## src/rtl/uart_regbank_pkg.sv

```systemverilog
package uart_regbank_pkg;
  localparam int NSRC     = 11;
  localparam int BIT_RX   = 4;
  localparam int BIT_TX   = 5;
  localparam int ID_BASE  = 1016;
  localparam int ID_COUNT = 8;

  typedef enum logic [3:0] {
    K_NONE, K_DATA, K_RSR, K_FLAG, K_ILP, K_IBD, K_FBD, K_LCR,
    K_CR, K_IFL, K_MASK, K_RAW, K_MIS, K_CLR, K_DMA, K_ID
  } reg_kind_e;

  function automatic logic [7:0] id_byte(input logic [2:0] k);
    case (k)
      3'd0: id_byte = 8'h11;
      3'd1: id_byte = 8'h10;
      3'd2: id_byte = 8'h14;
      3'd3: id_byte = 8'h00;
      3'd4: id_byte = 8'h0D;
      3'd5: id_byte = 8'hF0;
      3'd6: id_byte = 8'h05;
      default: id_byte = 8'hB1;
    endcase
  endfunction
endpackage

```

## src/rtl/uart_regbank_dec.sv

```systemverilog
module uart_regbank_dec
  import uart_regbank_pkg::*;
#(
  parameter int ADDR_W = 10
) (
  input  logic [ADDR_W-1:0] addr,
  output reg_kind_e         kind
);
  always_comb begin
    kind = K_NONE;
    if (int'(addr) >= ID_BASE && int'(addr) < ID_BASE + ID_COUNT) kind = K_ID;
    else begin
      case (int'(addr))
        0:  kind = K_DATA;
        1:  kind = K_RSR;
        6:  kind = K_FLAG;
        8:  kind = K_ILP;
        9:  kind = K_IBD;
        10: kind = K_FBD;
        11: kind = K_LCR;
        12: kind = K_CR;
        13: kind = K_IFL;
        14: kind = K_MASK;
        15: kind = K_RAW;
        16: kind = K_MIS;
        17: kind = K_CLR;
        18: kind = K_DMA;
        default: kind = K_NONE;
      endcase
    end
  end
endmodule

```

## src/rtl/uart_regbank_irq.sv

```systemverilog
module uart_regbank_irq
  import uart_regbank_pkg::*;
(
  input  logic            clk,
  input  logic            rst,
  input  logic            mask_we,
  input  logic [NSRC-1:0] mask_wd,
  input  logic            clr_we,
  input  logic [NSRC-1:0] clr_wd,
  input  logic            tx_set,
  input  logic [NSRC-1:0] evt_set,
  input  logic            rx_lvl,
  output logic [NSRC-1:0] raw,
  output logic [NSRC-1:0] mask,
  output logic            irq
);
  logic            rx_prev;
  logic [NSRC-1:0] clr_v, set_v, raw_nx;

  always_comb begin
    clr_v = clr_we ? clr_wd : '0;
    set_v = evt_set;
    set_v[BIT_RX] = 1'b0;
    set_v[BIT_TX] = tx_set;
    raw_nx = (raw & ~clr_v) | set_v;
    raw_nx[BIT_RX] = (rx_lvl & ~rx_prev) | (raw[BIT_RX] & rx_lvl & ~clr_v[BIT_RX]);
  end

  always_ff @(posedge clk) begin
    if (rst) begin
      raw     <= '0;
      mask    <= '0;
      irq     <= 1'b0;
      rx_prev <= 1'b0;
    end else begin
      raw     <= raw_nx;
      rx_prev <= rx_lvl;
      irq     <= |(raw & mask);
      if (mask_we) mask <= mask_wd;
    end
  end

  // an event always lands, even against a clear in the same cycle
  a_r10_event_sets: assert property (@(posedge clk) disable iff (rst)
    evt_set[0] |=> raw[0]);
  // a clear with no competing event removes the bit
  a_r8_clear_drops: assert property (@(posedge clk) disable iff (rst)
    (clr_we && clr_wd[0] && !evt_set[0]) |=> !raw[0]);
  // receive bit cannot be set unless the buffer level was high
  a_r11_rx_needs_level: assert property (@(posedge clk) disable iff (rst)
    raw[BIT_RX] |-> rx_prev);
  // the line only rises while some enabled source exists
  a_r9_irq_needs_mask: assert property (@(posedge clk) disable iff (rst)
    $rose(irq) |-> $past(mask != '0));
endmodule

```

## src/rtl/uart_regbank.sv

```systemverilog
module uart_regbank
  import uart_regbank_pkg::*;
#(
  parameter int ADDR_W = 10,
  parameter int DATA_W = 32
) (
  input  logic              clk,
  input  logic              rst,
  input  logic              bus_sel,
  input  logic              bus_wr,
  input  logic [ADDR_W-1:0] bus_addr,
  input  logic [DATA_W-1:0] bus_wdata,
  output logic [DATA_W-1:0] bus_rdata,
  output logic              bus_err,
  output logic              tx_valid,
  output logic [7:0]        tx_byte,
  output logic              rx_rd,
  input  logic [11:0]       rx_word,
  input  logic [7:0]        rx_flags,
  input  logic              rx_irq,
  input  logic [NSRC-1:0]   evt_set,
  output logic              irq
);
  localparam logic [DATA_W-1:0] CR_RST  = DATA_W'(32'h300);
  localparam logic [DATA_W-1:0] IFL_RST = DATA_W'(32'h12);

  reg_kind_e         kind;
  logic              wr_acc, rd_acc;
  logic [DATA_W-1:0] ilp_q, ibd_q, fbd_q, lcr_q, cr_q, ifl_q, dma_q, rd_nx;
  logic [3:0]        rsr_q;
  logic [NSRC-1:0]   raw, mask;

  assign wr_acc = bus_sel & bus_wr;
  assign rd_acc = bus_sel & ~bus_wr;

  uart_regbank_dec #(.ADDR_W(ADDR_W)) u_dec (.addr(bus_addr), .kind(kind));

  uart_regbank_irq u_irq (
    .clk     (clk),
    .rst     (rst),
    .mask_we (wr_acc && kind == K_MASK),
    .mask_wd (bus_wdata[NSRC-1:0]),
    .clr_we  (wr_acc && kind == K_CLR),
    .clr_wd  (bus_wdata[NSRC-1:0]),
    .tx_set  (wr_acc && kind == K_DATA),
    .evt_set (evt_set),
    .rx_lvl  (rx_irq),
    .raw     (raw),
    .mask    (mask),
    .irq     (irq)
  );

  always_comb begin
    case (kind)
      K_DATA:  rd_nx = DATA_W'(rx_word);
      K_RSR:   rd_nx = DATA_W'(rsr_q);
      K_FLAG:  rd_nx = DATA_W'(rx_flags);
      K_ILP:   rd_nx = ilp_q;
      K_IBD:   rd_nx = ibd_q;
      K_FBD:   rd_nx = fbd_q;
      K_LCR:   rd_nx = lcr_q;
      K_CR:    rd_nx = cr_q;
      K_IFL:   rd_nx = ifl_q;
      K_MASK:  rd_nx = DATA_W'(mask);
      K_RAW:   rd_nx = DATA_W'(raw);
      K_MIS:   rd_nx = DATA_W'(raw & mask);
      K_DMA:   rd_nx = dma_q;
      K_ID:    rd_nx = DATA_W'(id_byte(bus_addr[2:0]));
      default: rd_nx = '0;
    endcase
  end

  always_ff @(posedge clk) begin
    if (rst) begin
      ilp_q <= '0; ibd_q <= '0; fbd_q <= '0; lcr_q <= '0;
      cr_q  <= CR_RST; ifl_q <= IFL_RST; dma_q <= '0;
      rsr_q <= '0;
      bus_rdata <= '0; bus_err <= 1'b0;
      tx_valid <= 1'b0; tx_byte <= '0; rx_rd <= 1'b0;
    end else begin
      bus_rdata <= rd_acc ? rd_nx : '0;
      bus_err   <= bus_sel && kind == K_NONE;
      tx_valid  <= wr_acc && kind == K_DATA;
      rx_rd     <= rd_acc && kind == K_DATA;
      if (wr_acc && kind == K_DATA) tx_byte <= bus_wdata[7:0];
      if (rd_acc && kind == K_DATA) rsr_q <= rx_word[11:8];
      if (wr_acc) begin
        case (kind)
          K_RSR: rsr_q <= '0;
          K_ILP: ilp_q <= bus_wdata;
          K_IBD: ibd_q <= bus_wdata;
          K_FBD: fbd_q <= bus_wdata;
          K_LCR: lcr_q <= bus_wdata;
          K_CR:  cr_q  <= bus_wdata;
          K_IFL: ifl_q <= bus_wdata;
          K_DMA: dma_q <= bus_wdata;
          default: ;
        endcase
      end
    end
  end

  // error only follows an access
  a_r3_err_after_access: assert property (@(posedge clk) disable iff (rst)
    bus_err |-> $past(bus_sel));
  // transmit strobe only after a data write
  a_r4_tx_from_write: assert property (@(posedge clk) disable iff (rst)
    tx_valid |-> $past(wr_acc && bus_addr == '0));
  // transmit strobe comes with the raw transmit bit
  a_r4_tx_raises_raw: assert property (@(posedge clk) disable iff (rst)
    tx_valid |-> raw[BIT_TX]);
  // pop strobe only after a data read
  a_r5_pop_from_read: assert property (@(posedge clk) disable iff (rst)
    rx_rd |-> $past(rd_acc && bus_addr == '0));
  // status write leaves zero
  a_r6_rsr_zeroed: assert property (@(posedge clk) disable iff (rst)
    $past(wr_acc && int'(bus_addr) == 1) |-> rsr_q == 4'd0);
endmodule

```

## config.mk

```make
export PLATFORM = sky130hd
export DESIGN_NAME = uart_regbank
export DESIGN_NICKNAME = d
export VERILOG_FILES = /design/src/rtl/uart_regbank_pkg.sv /design/src/rtl/uart_regbank_dec.sv /design/src/rtl/uart_regbank_irq.sv /design/src/rtl/uart_regbank.sv
export SDC_FILE = /design/constraint.sdc
export NUM_CORES = 1
export LEC_CHECK = 0
export BUFFER_PORTS_ARGS = -buffer_cell sky130_fd_sc_hd__buf_2
export CORE_MARGIN = 2
export CORE_UTILIZATION = 60
export CTS_CLUSTER_DIAMETER = 80
export DETAILED_ROUTE_END_ITERATION = 8
export GPL_TIMING_DRIVEN = 0
export HOLD_SLACK_MARGIN = 0.08
export PLACE_DENSITY = 0.8
export SETUP_SLACK_MARGIN = 0.15
export SYNTH_ARGS = -nofsm -noshare
export SYNTH_HDL_FRONTEND = slang
export SYNTH_SLANG_ARGS = --single-unit
```

## constraint.sdc

```tcl
create_clock -name clk -period 4.05 [get_ports clk]
set_input_delay 0.405 -clock clk [delete_from_list [all_inputs] [get_ports clk]]
set_output_delay 0.405 -clock clk [all_outputs]
set_load 0.02 [all_outputs]
```

======== After elaboration in Yosys (flattened, before gate mapping) ========
Memories as Yosys holds them, arrays and structs flattened.
Cells that the tools add are included.
word-level totals
  input port bits ......................... 78
  ROM bits ................................ 128
  memories kept ........................... 1
  bits in registers ....................... 295
  word-level logic and storage cells ...... 80
  output and inout port bits .............. 44
operators by class
  reductions and logical operators ........ 17
  magnitude comparators ................... 1
  bitwise gates (word level) .............. 15
  equality and inequality tests ........... 21
  mux-type cells .......................... 8
memories
  memory           depth  bits a word  read ports  clocked after memory_dff  wr ports  RTL line                source
  (no name shown)  32     4            1           0                         0         uart_regbank_dec.sv:13  case (int'(addr))
operator list
  operator              count
  $pmux 32 s14          1
  $pmux 8 s7            1
  $and 11x11->11        3
  $eq 4x4->1 const B    8
  $mux 4                5
  $eq 4x3->1 const B    4
  $reduce_and 2->1      7
  $mux 11               1
  $not 11->11           1
  $or 11x11->11         1
  $reduce_or 11->1      1
  $ge 10x10->1 const B  1
  $eq 3x3->1 const B    3
  $eq 4x2->1 const B    2
  $eq 3x2->1 const B    2
  $and 1x1->1           5
  $logic_and 1x1->1     5
  $logic_not 5->1       1
  $eq 4x1->1 const B    1
  $logic_not 4->1       1
  $not 1->1             4
  $eq 3x1->1 const B    1
  $logic_not 3->1       1
  $reduce_or 2->1       1
  $or 1x1->1            1

======== Depth between registers and ports, before layout ========
  depth after elaboration ................. 9
  gate-level depth with buffers ........... 10
  mapped depth without buffers ............ 6

======== By module ========
Synthesis repeated with hierarchy kept, for this count alone.
second synthesis, totals
  cell total of the unflattened synthesis .. 1535
  area total of the unflattened synthesis .. 12469.5 um^2
modules (own cells, without submodules)
  module            cells an instance  sequential area each (um^2)  instances  area each (um^2)
  uart_regbank      1417               5425.2                       1          11429.7
  uart_regbank_irq  90                 480.5                        1          868.3
  uart_regbank_dec  28                 0.0                          1          171.4

======== Worst setup path after synthesis ========
OpenSTA, ideal clock, no wires.
  path kind ............................... input-to-reg
  from .................................... input bus_addr[4]
  to ...................................... register bus_rdata[12]
  arrival time ............................ 2336 ps
  setup time .............................. 77 ps
  required time ........................... 3973 ps
  stages .................................. 8
  setup slack ............................. 1637 ps
  buffers on the path ..................... 3
  cell sequence ........................... buf_4 -> or4_1 -> buf_4 -> a221oi_4 -> a21oi_2 -> a311o_1 -> buf_6 -> a41oi_2
on the way
  cells in the longest elaborated chain, start to end .. 5
  elaborated cells on any way between the ends .. 19
  those cells by class .................... order compare: 1; eq/ne: 14; mux: 3; memory: 1
ends and longest elaborated chain
  item                                      RTL line                source
  start: declaration                        uart_regbank.sv:11      input logic [ADDR_W-1:0] bus_addr,
  $mem_v2 32x4                              --
  $mux 4                                    uart_regbank_dec.sv:13
  $mux 4 (*)                                uart_regbank_dec.sv:11  if (int'(addr) >= ID_BASE && int'(addr) < ID_BASE + ID_COUNT) kind = K_ID;
  $eq 4x4->1, or another cell as far along  uart_regbank.sv:54      case (kind)
  $pmux 32 s14 (*)                          uart_regbank.sv:54
  end signal: assignment                    uart_regbank.sv:81      bus_rdata <= rd_acc ? rd_nx : '0;
  end: declaration                          uart_regbank.sv:13      output logic [DATA_W-1:0] bus_rdata,
Every way passes the cells marked *; elsewhere a longest branch is shown, timed or not.
A chain may end at the register's enable or synchronous reset.

======== Final worst setup path ========
  from .................................... input bus_addr[5]
  to ...................................... register bus_rdata[11]
on the way
  cells in the longest elaborated chain, start to end .. 5
  elaborated cells on any way between the ends .. 19
  those cells by class .................... order compare: 1; eq/ne: 14; mux: 3; reduce/logical: 1
ends and longest elaborated chain
  item                                                  RTL line
  branches (longest 2 deep; another with $ge 10x10->1)  --
  $mux 4 (*)                                            uart_regbank_dec.sv:11
  $eq 4x4->1, or another cell as far along              uart_regbank.sv:54
  $pmux 32 s14 (*)                                      uart_regbank.sv:54
Mark *: on every way between the ends.

==> metrics.cfg <==
[global_routing]
met2_usage_pct = 61.7
grt-busiest-layer = met2
grtUsageTotal_pct = 40.7
grt_max_degree = 15
antenna_found_initial = 0
grt_pass1_vias = 12100
met3_usage_pct = 13.4
gr-usage-met1_pct = 54.4
grt_pass1_wl_mm = 68.8
grt_overflow = 0

[floorplanning]
rows = 52
initial_utilization_pct = 61.5
die_x_um = 148
core_area_um2 = 20400
top_level_ports = 122
dieArea_um2 = 22100
die_y_um = 148

[route]
via_per_inst = 6.29
drt_wl_total_mm = 45.6
wl_per_cell_um = 22.6
drc = 0
drt_iter0_markers = 1754
postRouteAntennaNets = 0
num_vias = 12700
dr.pass1.iters = 7

[setup_path]
rrSetupSlack_ns = 2.42
critPathBufInv = 2
start_kind = input port
path_delay_family = simple AND/OR/NAND/NOR gates
worstSetupEndpoint = bus_rdata[11]
startpoint = bus_addr[5]
critical_path.cell_chain = buf_2 > nor3_1 > nand3_1 > nor2_1 > clkbuf_1 > a22o_1 > nand2_1 > a21oi_1
reg2reg_depth = 4
cp_slowest_cell = nor2_1
critPathKind = in -> reg
arrival_ns = 3.81
setup.worst_path.end_class = register
cp.required_ns = 4.51
r2r-start = cr_q[0]
reg2reg_to = bus_rdata[0]
worst-path-stages = 8
critPathMaxStageDelay_ns = 1.07
crit_fanout = 10

[clocking]
cts.clk_slew.worst_paths_ns = 0.06
cts-root-buf = clkbuf_16
postCtsSetupRepairBufs = 0
cts_sinks = 295
clk_latency_ns = 0.56
ctsHoldBuffers = 0
cts_tree = done
htree_levels = 1
cts_buffers = 30
clockBufferDepth = 3
post_cts_resized = 0

[hold_path]
hold_path_class = in -> reg

[layout]
fillCellCount = 1672
instances_no_fill = 2014
diodes = 0
drive_gt1_share_pct = 13.6
multi_input_area_um2 = 5970
area_growth_pct = 14.5
regArea_um2 = 5910
final_area_um2 = 14300
nets = 1800

[placed_design]
hpwl_mm = 31.6
place_area_um2 = 13400
gp_congestion = 1.00
numPortBuffers = 106
dp_cells = 1960

[timing]
slew_headroom_pct = 14.4
min_period_ns = 3.35
drv_slew = 0
fin_skew_ns = 0.00654
max_freq_ghz = 0.298
timing.hold.ws_ns = 0.0815
setup_violations = 0
rsz0062_at_grt = false
tightestPinTransition_ns = 1.28
hold_viol_final = 0
period_share_pct = 82.8
tns_ns = 0

[yosys]
syn-cell-area_um2 = 12500
synth_ff_type = dfxtp_1
seq_area_frac_synth_pct = 47.1
async_reset_ff_share_pct = 0
synth_area_per_cell_um2 = 7.91
ys_types = 73
yosysWarnings = 0
synth_cells = 1584
synth_nets = 1662
ys_seq_elements = 295
synth_edf_count = 0

[power]
combinationalPowerShare_pct = 4.5
power_frac_seq_pct = 49.7
powerDensity_nw_per_um2 = 409
power.share.clock_pct = 45.7
p_int_w = 0.00452
switching_power_w = 0.00136
vdd_drop_max_uv = 413
p_total_w = 0.00587
p_sw_share_pct = 23.1
power.leakage_nw = 4.88

[flow_run]
drv_cap = 0

[outcome]
status = finished clean

metal layers:
layer,vias up,share of wire [%]
met2,916,43
li1,5712,-
met4,0,4.2
met1,5871,38
met5,-,0
met3,176,15
synthesized netlist by cell type (5+ instances only):
cell type	n	area [um2]
a21o_1	8	60.1
a21oi_1	260	1300
a221oi_1	7	61.3
a222oi_1	27	270
a22o_1	26	228
a22oi_1	20	150
a31oi_1	6	37.5
a31oi_2	9	113
a41oi_2	19	309
and2_1	7	43.8
and3_1	10	62.6
buf_2	26	130
clkbuf_1	100	375
dfxtp_1	295	5910
inv_1	23	86.3
mux2_2	7	78.8
mux2i_1	8	80.1
nand2_1	575	2160
nand3_1	13	65.1
nand3b_1	5	37.5
nor2_1	21	78.8
nor3_1	7	35.0
o21ai_0	16	80.1
cells in the final DEF (no fill, tap or decap), types with 8 or more instances in the layout:
master | synthesis | final
clkbuf_8 | 0 | 8
dfxtp_1 | 295 | 295
a21oi_1 | 260 | 260
inv_1 | 23 | 23
o21ai_0 | 16 | 16
mux2i_1 | 8 | 8
a22o_1 | 26 | 26
a31oi_2 | 9 | 9
a41oi_2 | 19 | 19
nand2_1 | 575 | 575
a222oi_1 | 27 | 27
nand3_1 | 13 | 13
buf_2 | 26 | 132
a21o_1 | 8 | 8
clkbuf_16 | 0 | 31
and3_1 | 10 | 10
a22oi_1 | 20 | 20
nor2_1 | 21 | 21
clkbuf_1 | 100 | 110
how the worst min path moves through the flow:
| stage | slack (ns) | cells past startpoint | to | startpoint |
|---|---|---|---|---|
| 4_1_cts | 0.08 | 3 | u_irq.raw[3] | evt_set[3] |
| 2_1_floorplan | 0.39 | 1 | u_irq.raw[4] | u_irq.rx_prev |
| 3_3_place_gp | 0.41 | 1 | u_irq.raw[4] | u_irq.rx_prev |
| 3_5_place_dp | 0.41 | 1 | u_irq.raw[4] | u_irq.rx_prev |
| 6_report | 0.08 | 3 | u_irq.raw[7] | evt_set[7] |
| 5_1_grt | 0.09 | 3 | u_irq.raw[3] | evt_set[3] |
cells by family (layout without fill, tap and decap cells):
group | after synthesis | after routing | synth area share [%]
and+or+nand+nor | 677 | 677 | 22.4
AOI/OAI and AO/OA | 439 | 439 | 23.9
DFF | 295 | 295 | 47.1
buffers and inverters | 157 | 317 | 5.20
muxes | 15 | 15 | 1.27
xor gates and xnor gates | 1 | 1 | 0.0699
sequential cells by signal, summed over array words and instances, names as in the netlist:
name / cells
u_irq.irq: 1
u_irq.raw: 11
bus_rdata: 32
ilp_q: 32
dma_q: 32
rx_rd: 1
rsr_q: 4
cr_q: 32
fbd_q: 32
bus_err: 1
ifl_q: 32
u_irq.rx_prev: 1
u_irq.mask: 11
ibd_q: 32
lcr_q: 32
tx_valid: 1
tx_byte: 8
worst min-delay path, stage by stage:
cell and delay (ns):
buf_2 0.10, inv_1 0.04, a21oi_1 0.05
power groups by stage:
stage	clock network (W)	logic, W	registers, W
after floorplan	0	0.000118	0.00298
after global placement	0	0.000250	0.00298
after detailed placement	0	0.000250	0.00298
after CTS	0.00266	0.000251	0.00292
after global routing	0.00279	0.000276	0.00292
final	0.00269	0.000265	0.00292
final cells by class:
| type | count | share of cell area [%] |
|---|---|---|
| Inverter | 24 | 0.628 |
| Tap cell | 270 | 2.35 |
| Clock inverter | 5 | 0.192 |
| Sequential cell | 295 | 41.2 |
| Buffer | 133 | 3.92 |
| Multi-Input combinational cell | 1132 | 41.6 |
| Timing Repair Buffer | 106 | 3.70 |
| Clock buffer | 49 | 6.44 |
through the flow:
stage / util, % / setup WS [ns]
after global routing: 70.4 / 0.615
after global placement: 65.8 / 0.312
final: 70.4 / 0.698
after detailed placement: 65.8 / 0.342
after CTS: 70.4 / 0.890
after floorplan: - / 1.64
Note: power is estimated with default switching activity, not from simulation.
